## src/rtl/can_gc_pkg.sv

```systemverilog
package can_gc_pkg;

    typedef struct packed {
        logic abort_rq;
        logic ovl_rq;
        logic tt_on;
        logic tt_eof_sel;
        logic baud_auto;
        logic test_md;
        logic run_en;
        logic sw_reset;
    } gc_reg_t;

    typedef enum logic [1:0] {
        PH_IDLE  = 2'd0,
        PH_WAKE  = 2'd1,
        PH_RUN   = 2'd2,
        PH_DRAIN = 2'd3
    } run_phase_t;

    function automatic logic phase_active(run_phase_t p);
        return (p == PH_RUN) || (p == PH_DRAIN);
    endfunction

endpackage

```

## src/rtl/gc_regfile.sv

```systemverilog
module gc_regfile
    import can_gc_pkg::*;
(
    input  logic       clk,
    input  logic       rst,
    input  logic       wr_en,
    input  logic [7:0] wr_data,
    input  logic       ovl_clr,
    output gc_reg_t    q,
    output logic       srst_pulse
);

    always_ff @(posedge clk) begin
        if (rst) begin
            q          <= '0;
            srst_pulse <= 1'b0;
        end else begin
            srst_pulse <= 1'b0;
            if (wr_en && wr_data[0]) begin
                q          <= '0;
                srst_pulse <= 1'b1;
            end else begin
                if (wr_en) begin
                    q <= gc_reg_t'({wr_data[7:1], 1'b0});
                end
                if (ovl_clr) begin
                    q.ovl_rq <= 1'b0;
                end
            end
        end
    end

    AST_OVL_HW_WINS: assert property (@(posedge clk) disable iff (rst)
        ovl_clr |=> !q.ovl_rq);

    AST_GRES_CLEARS: assert property (@(posedge clk) disable iff (rst)
        (wr_en && wr_data[0]) |=> (q == '0) && srst_pulse);

    AST_SRST_SINGLE: assert property (@(posedge clk) disable iff (rst)
        srst_pulse |=> !srst_pulse || $past(wr_en && wr_data[0]));

endmodule

```

## src/rtl/gc_run_seq.sv

```systemverilog
module gc_run_seq
    import can_gc_pkg::*;
#(
    parameter int START_DLY = 2
) (
    input  logic       clk,
    input  logic       rst,
    input  logic       en,
    input  logic       frame_busy,
    output run_phase_t phase
);

    localparam int CW = $clog2(START_DLY + 1);

    logic [CW-1:0] wake_cnt;

    always_ff @(posedge clk) begin
        if (rst) begin
            phase    <= PH_IDLE;
            wake_cnt <= '0;
        end else begin
            case (phase)
                PH_IDLE: begin
                    wake_cnt <= '0;
                    if (en) phase <= PH_WAKE;
                end
                PH_WAKE: begin
                    if (!en) begin
                        phase <= PH_IDLE;
                    end else if (wake_cnt == CW'(START_DLY - 2)) begin
                        phase <= PH_RUN;
                    end else begin
                        wake_cnt <= wake_cnt + 1'b1;
                    end
                end
                PH_RUN: begin
                    if (!en) phase <= frame_busy ? PH_DRAIN : PH_IDLE;
                end
                default: begin
                    if (en)               phase <= PH_RUN;
                    else if (!frame_busy) phase <= PH_IDLE;
                end
            endcase
        end
    end

    AST_START_DELAY: assert property (@(posedge clk) disable iff (rst)
        $rose(phase_active(phase)) |-> $past(en) && $past(en, 2));

    AST_DRAIN_HOLD: assert property (@(posedge clk) disable iff (rst)
        (phase_active(phase) && !en && frame_busy) |=> phase_active(phase));

endmodule

```

## src/rtl/gc_stamp.sv

```systemverilog
module gc_stamp #(
    parameter int TW = 16
) (
    input  logic          clk,
    input  logic          rst,
    input  logic          arm,
    input  logic          eof_sel,
    input  logic          sof,
    input  logic          eof_last,
    input  logic [TW-1:0] timer,
    output logic [TW-1:0] stamp
);

    logic hit;

    always_comb hit = arm && (eof_sel ? eof_last : sof);

    always_ff @(posedge clk) begin
        if (rst)      stamp <= '0;
        else if (hit) stamp <= timer;
    end

    AST_STAMP_HOLD: assert property (@(posedge clk) disable iff (rst)
        !arm |=> $stable(stamp));

    AST_STAMP_SOF: assert property (@(posedge clk) disable iff (rst)
        (arm && !eof_sel && sof) |=> stamp == $past(timer));

endmodule

```

## src/rtl/can_glob_ctrl.sv

```systemverilog
module can_glob_ctrl
    import can_gc_pkg::*;
#(
    parameter int MBOX_N    = 8,
    parameter int TW        = 16,
    parameter int START_DLY = 2
) (
    input  logic              clk,
    input  logic              rst,
    input  logic              wr_en,
    input  logic [7:0]        wr_data,
    output logic [7:0]        rd_data,
    input  logic              frame_busy,
    input  logic              sof,
    input  logic              eof_last,
    input  logic              ovl_start,
    input  logic [TW-1:0]     timer,
    output logic              ctrl_active,
    output logic              clk_en,
    output logic              tx_force_rec,
    output logic              rx_en,
    output logic              soft_rst,
    output logic [MBOX_N-1:0] mbox_en_clr,
    output logic              ovl_req,
    output logic              tt_mode,
    output logic              autobaud,
    output logic              test_mode,
    output logic [TW-1:0]     stamp
);

    gc_reg_t    cfg;
    run_phase_t phase;
    logic       srst_q;
    logic       core_rst;

    gc_regfile u_regs (
        .clk        (clk),
        .rst        (rst),
        .wr_en      (wr_en),
        .wr_data    (wr_data),
        .ovl_clr    (ovl_start),
        .q          (cfg),
        .srst_pulse (srst_q)
    );

    always_comb core_rst = rst || srst_q;

    gc_run_seq #(.START_DLY(START_DLY)) u_seq (
        .clk        (clk),
        .rst        (core_rst),
        .en         (cfg.run_en),
        .frame_busy (frame_busy),
        .phase      (phase)
    );

    gc_stamp #(.TW(TW)) u_stamp (
        .clk      (clk),
        .rst      (core_rst),
        .arm      (cfg.tt_on && ctrl_active),
        .eof_sel  (cfg.tt_eof_sel),
        .sof      (sof),
        .eof_last (eof_last),
        .timer    (timer),
        .stamp    (stamp)
    );

    always_comb begin
        rd_data      = cfg;
        ctrl_active  = phase_active(phase);
        clk_en       = (phase != PH_IDLE);
        tx_force_rec = !ctrl_active;
        rx_en        = ctrl_active;
        soft_rst     = srst_q;
        mbox_en_clr  = (cfg.abort_rq && ctrl_active) ? '1 : '0;
        ovl_req      = cfg.ovl_rq && ctrl_active;
        tt_mode      = cfg.tt_on;
        autobaud     = cfg.baud_auto;
        test_mode    = cfg.test_md;
    end

    AST_ABORT_STICKY: assert property (@(posedge clk) disable iff (rst)
        (cfg.abort_rq && !wr_en && !ovl_start) |=> cfg.abort_rq);

    AST_STANDBY_QUIET: assert property (@(posedge clk) disable iff (rst)
        (!clk_en) |=> !ctrl_active);

endmodule

```

## config.mk

```make
export PLATFORM = sky130hd
export DESIGN_NAME = can_glob_ctrl
export DESIGN_NICKNAME = d
export VERILOG_FILES = /design/src/rtl/can_gc_pkg.sv /design/src/rtl/gc_regfile.sv /design/src/rtl/gc_run_seq.sv /design/src/rtl/gc_stamp.sv /design/src/rtl/can_glob_ctrl.sv
export SDC_FILE = /design/constraint.sdc
export NUM_CORES = 1
export LEC_CHECK = 0
export BUFFER_PORTS_ARGS = -buffer_cell sky130_fd_sc_hd__buf_2
export CAP_MARGIN = 10
export CORE_MARGIN = 2
export CORE_UTILIZATION = 46
export CTS_CLUSTER_DIAMETER = 30
export DETAILED_ROUTE_END_ITERATION = 8
export PLACE_DENSITY = 0.81
export SLEW_MARGIN = 20
export SYNTH_ARGS = -nofsm -noshare
export SYNTH_HDL_FRONTEND = slang
export SYNTH_HIERARCHICAL = 1
export SYNTH_SLANG_ARGS = --single-unit
```

## constraint.sdc

```tcl
create_clock -name clk -period 2.2 [get_ports clk]
set_clock_uncertainty 0.15 [all_clocks]
set_input_delay 0.66 -clock clk [delete_from_list [all_inputs] [get_ports clk]]
set_output_delay 0.66 -clock clk [all_outputs]
set_load 0.02 [all_outputs]
```

### Yosys cells after proc, flatten, opt, wreduce, memory -nomap -nowiden

Cells that the tools add are included.
Widths: inputs -> output; s select.

* bits in registers: 28
* input port bits: 31
* output and inout bits: 41
* word-level logic and storage cells: 51

* add/subtract/negate cells: 1
* equal/unequal tests: 9
* mux-type cells: 14
* reduce and logical (&&, ||, !) cells: 16

Operators with widths (count)
* $mux 2: 9
* $mux 8: 1
* $ne 2x2->1 const B: 4
* $pmux 2 s3: 1
* $logic_and 1x1->1: 5
* $eq 2x2->1 const B: 2
* $logic_not 2->1: 2
* $ne 4x1->1 const B: 1
* $pmux 2 s2: 1
* $reduce_and 4->1: 1
* $reduce_bool 2->1: 2
* $ne 3x2->1 const B: 1
* $reduce_and 3->1: 1
* $reduce_or 3->1: 1
* $add 2x1->2 const B: 1
* $eq 2x1->1 const B: 1
* $logic_or 1x1->1: 2
* $mux 1: 2
* $reduce_or 2->1: 1
* $logic_not 1->1: 1

### Longest topological paths before layout

* word-level depth: 4
* depth in mapped cells: 5
* mapped depth without buffers: 5

### By module

The synthesis kept the hierarchy.

Modules (own cells, without submodules)
* gc_stamp: instances 1, cells an instance 71, area each 739.5 um^2, sequential area each 320.3 um^2
* gc_regfile: instances 1, cells an instance 35, area each 345.3 um^2, sequential area each 160.2 um^2
* gc_run_seq: instances 1, cells an instance 35, area each 301.5 um^2, sequential area each 80.1 um^2
* can_glob_ctrl: instances 1, cells an instance 18, area each 125.1 um^2, sequential area each 0.0 um^2

### Least setup slack after synthesis

Ideal clock, no wire load.

* kind: reg-to-output
* start: register u_regs/q[7] in the netlist's numbering
* end: output port mbox_en_clr[1]
* data arrival time: 0.908 ns
* data required time: 1.390 ns
* slack: 0.482 ns
* cell stages (with the launch flop): 3
* path buffers: 1
* cell sequence: dfxtp_1 > and2_2 > buf_4

* longest elaborated chain between the ends: 2

RTL lines
* from (decl): line gc_regfile.sv:9 `output gc_reg_t q,`
* from (signal assigned): line gc_regfile.sv:24 `q <= gc_reg_t'({wr_data[7:1], 1'b0});`
* $logic_and 1x1->1: line can_glob_ctrl.sv:74 `mbox_en_clr = (cfg.abort_rq && ctrl_active) ? '1 : '0;`
* $mux 8: line can_glob_ctrl.sv:74
* to (decl): line can_glob_ctrl.sv:23 `output logic [MBOX_N-1:0] mbox_en_clr,`

No other way between the ends.

### Final worst setup path

* start: register u_seq.phase[1]
* end: output port mbox_en_clr[7]

* longest elaborated chain between the ends: 4

RTL lines
* from (decl): line gc_run_seq.sv:10 `output run_phase_t phase`
* from (signal assigned): line gc_run_seq.sv:37 `if (!en) phase <= frame_busy ? PH_DRAIN : PH_IDLE;`
* $eq 2x2->1: line can_gc_pkg.sv:22 `return (p == PH_RUN) || (p == PH_DRAIN);`
* $logic_or 1x1->1 *: line can_gc_pkg.sv:22
* $logic_and 1x1->1 *: line can_glob_ctrl.sv:74
* $mux 8 *: line can_glob_ctrl.sv:74

Every way passes the cells marked *; elsewhere a longest branch is shown, timed or not.

==> out/summary.txt <==
pin count of the biggest net entering global routing -> 37
Critical Path Max Stage Delay -> 520 ps
cts hold-fix bufs -> 0
number of synthesized flops with an enable pin -> 0
fin crit share -> 94.63%
clk_lat worst skew -> 310 ps
Worst Path Arrival -> 1270 ps
# nets final -> 251
post-route ant nets -> 0
share of cells above drive strength 1 -> 37.56%
hpwl dp -> 2.133 mm
die width -> 61.32 um
max-slew violation count -> 0
Critical Path Fanout Max -> 10
top cells by area, synth -> dfxtp_1 37%, nand2b_1 17%, mux2i_1 11%
Initial Utilization -> 49.11%
routability congestion estimate -> 0.6735
Clock Sink Count -> 28
gr ovfl total -> 0
Slew Limit Headroom -> 45.41%
flip-flop and latch area -> 560.5 um2
Reg clk slew, reported paths -> 140 ps
cell row count -> 20
Post-CTS Setup Inserts -> 0
via count -> 1204
Synth async-reset ratio -> 0%
Cell Area, Synth -> 1511 um2
wire length per cell -> 10.96 um
DRC viols -> 0
min-delay worst type -> flip-flop to flip-flop
Port Buffers -> 70
placed cells -> 254
Clk Tree Root Cell -> clkbuf_4
global-route wire length before repair -> 4.416 mm
CP max-delay cell -> dfxtp_1
static leakage -> 0.8264 nW
Routed Wire Length -> 2.817 mm
Boundary Pins -> 72
startpoint types -> flip-flop
number of global-route vias before repair -> 1068
Unique masters post-synth -> 26
Max Fclk -> 480.3 MHz
Post-Syn Instances -> 159
unrepaired setup endpoints after global routing -> false
most used flip-flop cell after synthesis -> dfxtp_1
Die Height -> 61.32 um
core box area -> 3078 um2
Area Overhead vs Synth -> 18.96%
Tmin final -> 2082 ps
Least-Margin Pin Slew -> 818.9 ps
initial antenna violation count -> 0
cell taking the most area after synthesis -> dfxtp_1
Final Hold Viols -> 0
TritonCTS Buffers -> 3
Detailed Routing Iterations Pass 1 -> 3
status -> finished clean
DRT iter0 DRCs -> 58
post_cts resized -> 0
Multi-input gate area -> 779.5 um2
setup TNS -> 0 ps
yosys warns -> 6
sequential-to-total area share from yosys stat -> 37.09%
Req. time, crit path -> 1390 ps
most frequent cells in the layout -> 70 x buf_2, 42 x nand2b_1, 28 x dfxtp_1
CTS Buffer Depth -> 2
post-synthesis net count -> 195
Final setup viols -> 0
post-synthesis area per instance -> 9.506 um2
Peak VDD IR -> 0.3627 mV
Layout Cells excl Fill -> 257
Setup CP Type -> flip-flop to primary output
commonest non-fill, non-tap cell in the layout -> buf_2
# diodes -> 0
Via density -> 4.685
Synth top area share -> 37.09%
max-cap viol count -> 0
CP Capture Type -> primary output
H-tree levels -> 1
pwr/cell area -> 548.0 nW/um2
crit-path cells -> and2_2 > buf_2
TritonCTS clock tree -> built
full die area -> 3760 um2
post-synthesis register bit count -> 28
GRT Resource Usage Total -> 15.44%
fillers -> 306
cell families after synthesis:
family                     share of synthesized area, %
and+or+nand+nor                                   27.73
AOI/OAI and AO/OA                                 8.029
other                                            0.2481
buffers and inverters                             11.51
DFF                                               37.09
adders and majority gates                         4.139
muxes                                             11.26
critical path: cells and delay by family (launching register included):
kind | cells | cell delay (ps)
DFF | 1 | 520
and+or+nand+nor | 1 | 260
buffers and inverters | 1 | 180
worst paths after layout:
kind / from / to / slack [ps] / depth (start not counted)
worst max-delay path: u_seq/phase[1] / mbox_en_clr[7] / 120 / 2
worst min-delay path: u_stamp/stamp[7] / u_stamp/stamp[7] / 330 / 2
worst max register to register: u_seq/phase[1] / u_seq/phase[0] / 400 / 5
worst min register to register: u_stamp/stamp[7] / u_stamp/stamp[7] / 330 / 2
synthesized netlist by cell type, drive strengths merged (3+ instances only):
| library cell | n |
|---|---|
| nor2b | 3 |
| nand3b | 8 |
| mux2i | 17 |
| a21oi | 9 |
| dfxtp | 28 |
| a211oi | 3 |
| nand2b | 42 |
| inv | 6 |
| buf | 15 |
| and2 | 3 |
| clkbuf | 5 |
| ha | 5 |
flip-flops by register name, indices dropped and copies added (netlist names):
name and flops:
u_stamp/stamp 16, u_regs/q 7, u_seq/wake_cnt 2, u_seq/phase 2, u_regs/srst_pulse 1
final cells by class:
| cell class | count | area share (%) |
|---|---|---|
| Tap cell | 44 | 3.062 |
| Sequential cell | 28 | 31.18 |
| Multi-Input combinational cell | 105 | 43.35 |
| Clock buffer | 3 | 1.253 |
| Inverter | 6 | 1.253 |
| Timing Repair Buffer | 71 | 19.90 |
where the power goes:
part	total, W	internal, W	switching [W]
Sequential	0.000540	0.000522	0.0000173
Clock	0.000205	0.0000640	0.000141
Combinational	0.000240	0.000108	0.000132
layer usage:
layer  vias to the layer above  wire, um  GRT usage [%]
li1                        622         -              -
met1                       537      1335          18.63
met2                        43      1259          26.44
met3                         2       203          3.361
met4                         0        19          6.522
met5                         -         0              0
through the flow:
step | area [um2] | utilization, % | power (W) | hold WS, ps | worst slack [ps]
2_1_floorplan | 1511 | - | 0.0007274 | 293.7 | 481.8
3_3_place_gp | 1775 | 57.68 | 0.0007857 | 302.4 | 173.8
3_5_place_dp | 1775 | 57.68 | 0.0007913 | 307.7 | 79.23
4_1_cts | 1798 | 58.41 | 0.0009981 | 330.7 | 82.62
5_1_grt | 1798 | 58.41 | 0.001044 | 320.2 | 1.163
6_report | 1798 | 58.41 | 0.0009853 | 328.6 | 118.1
Power figures use the tool's default switching activity.
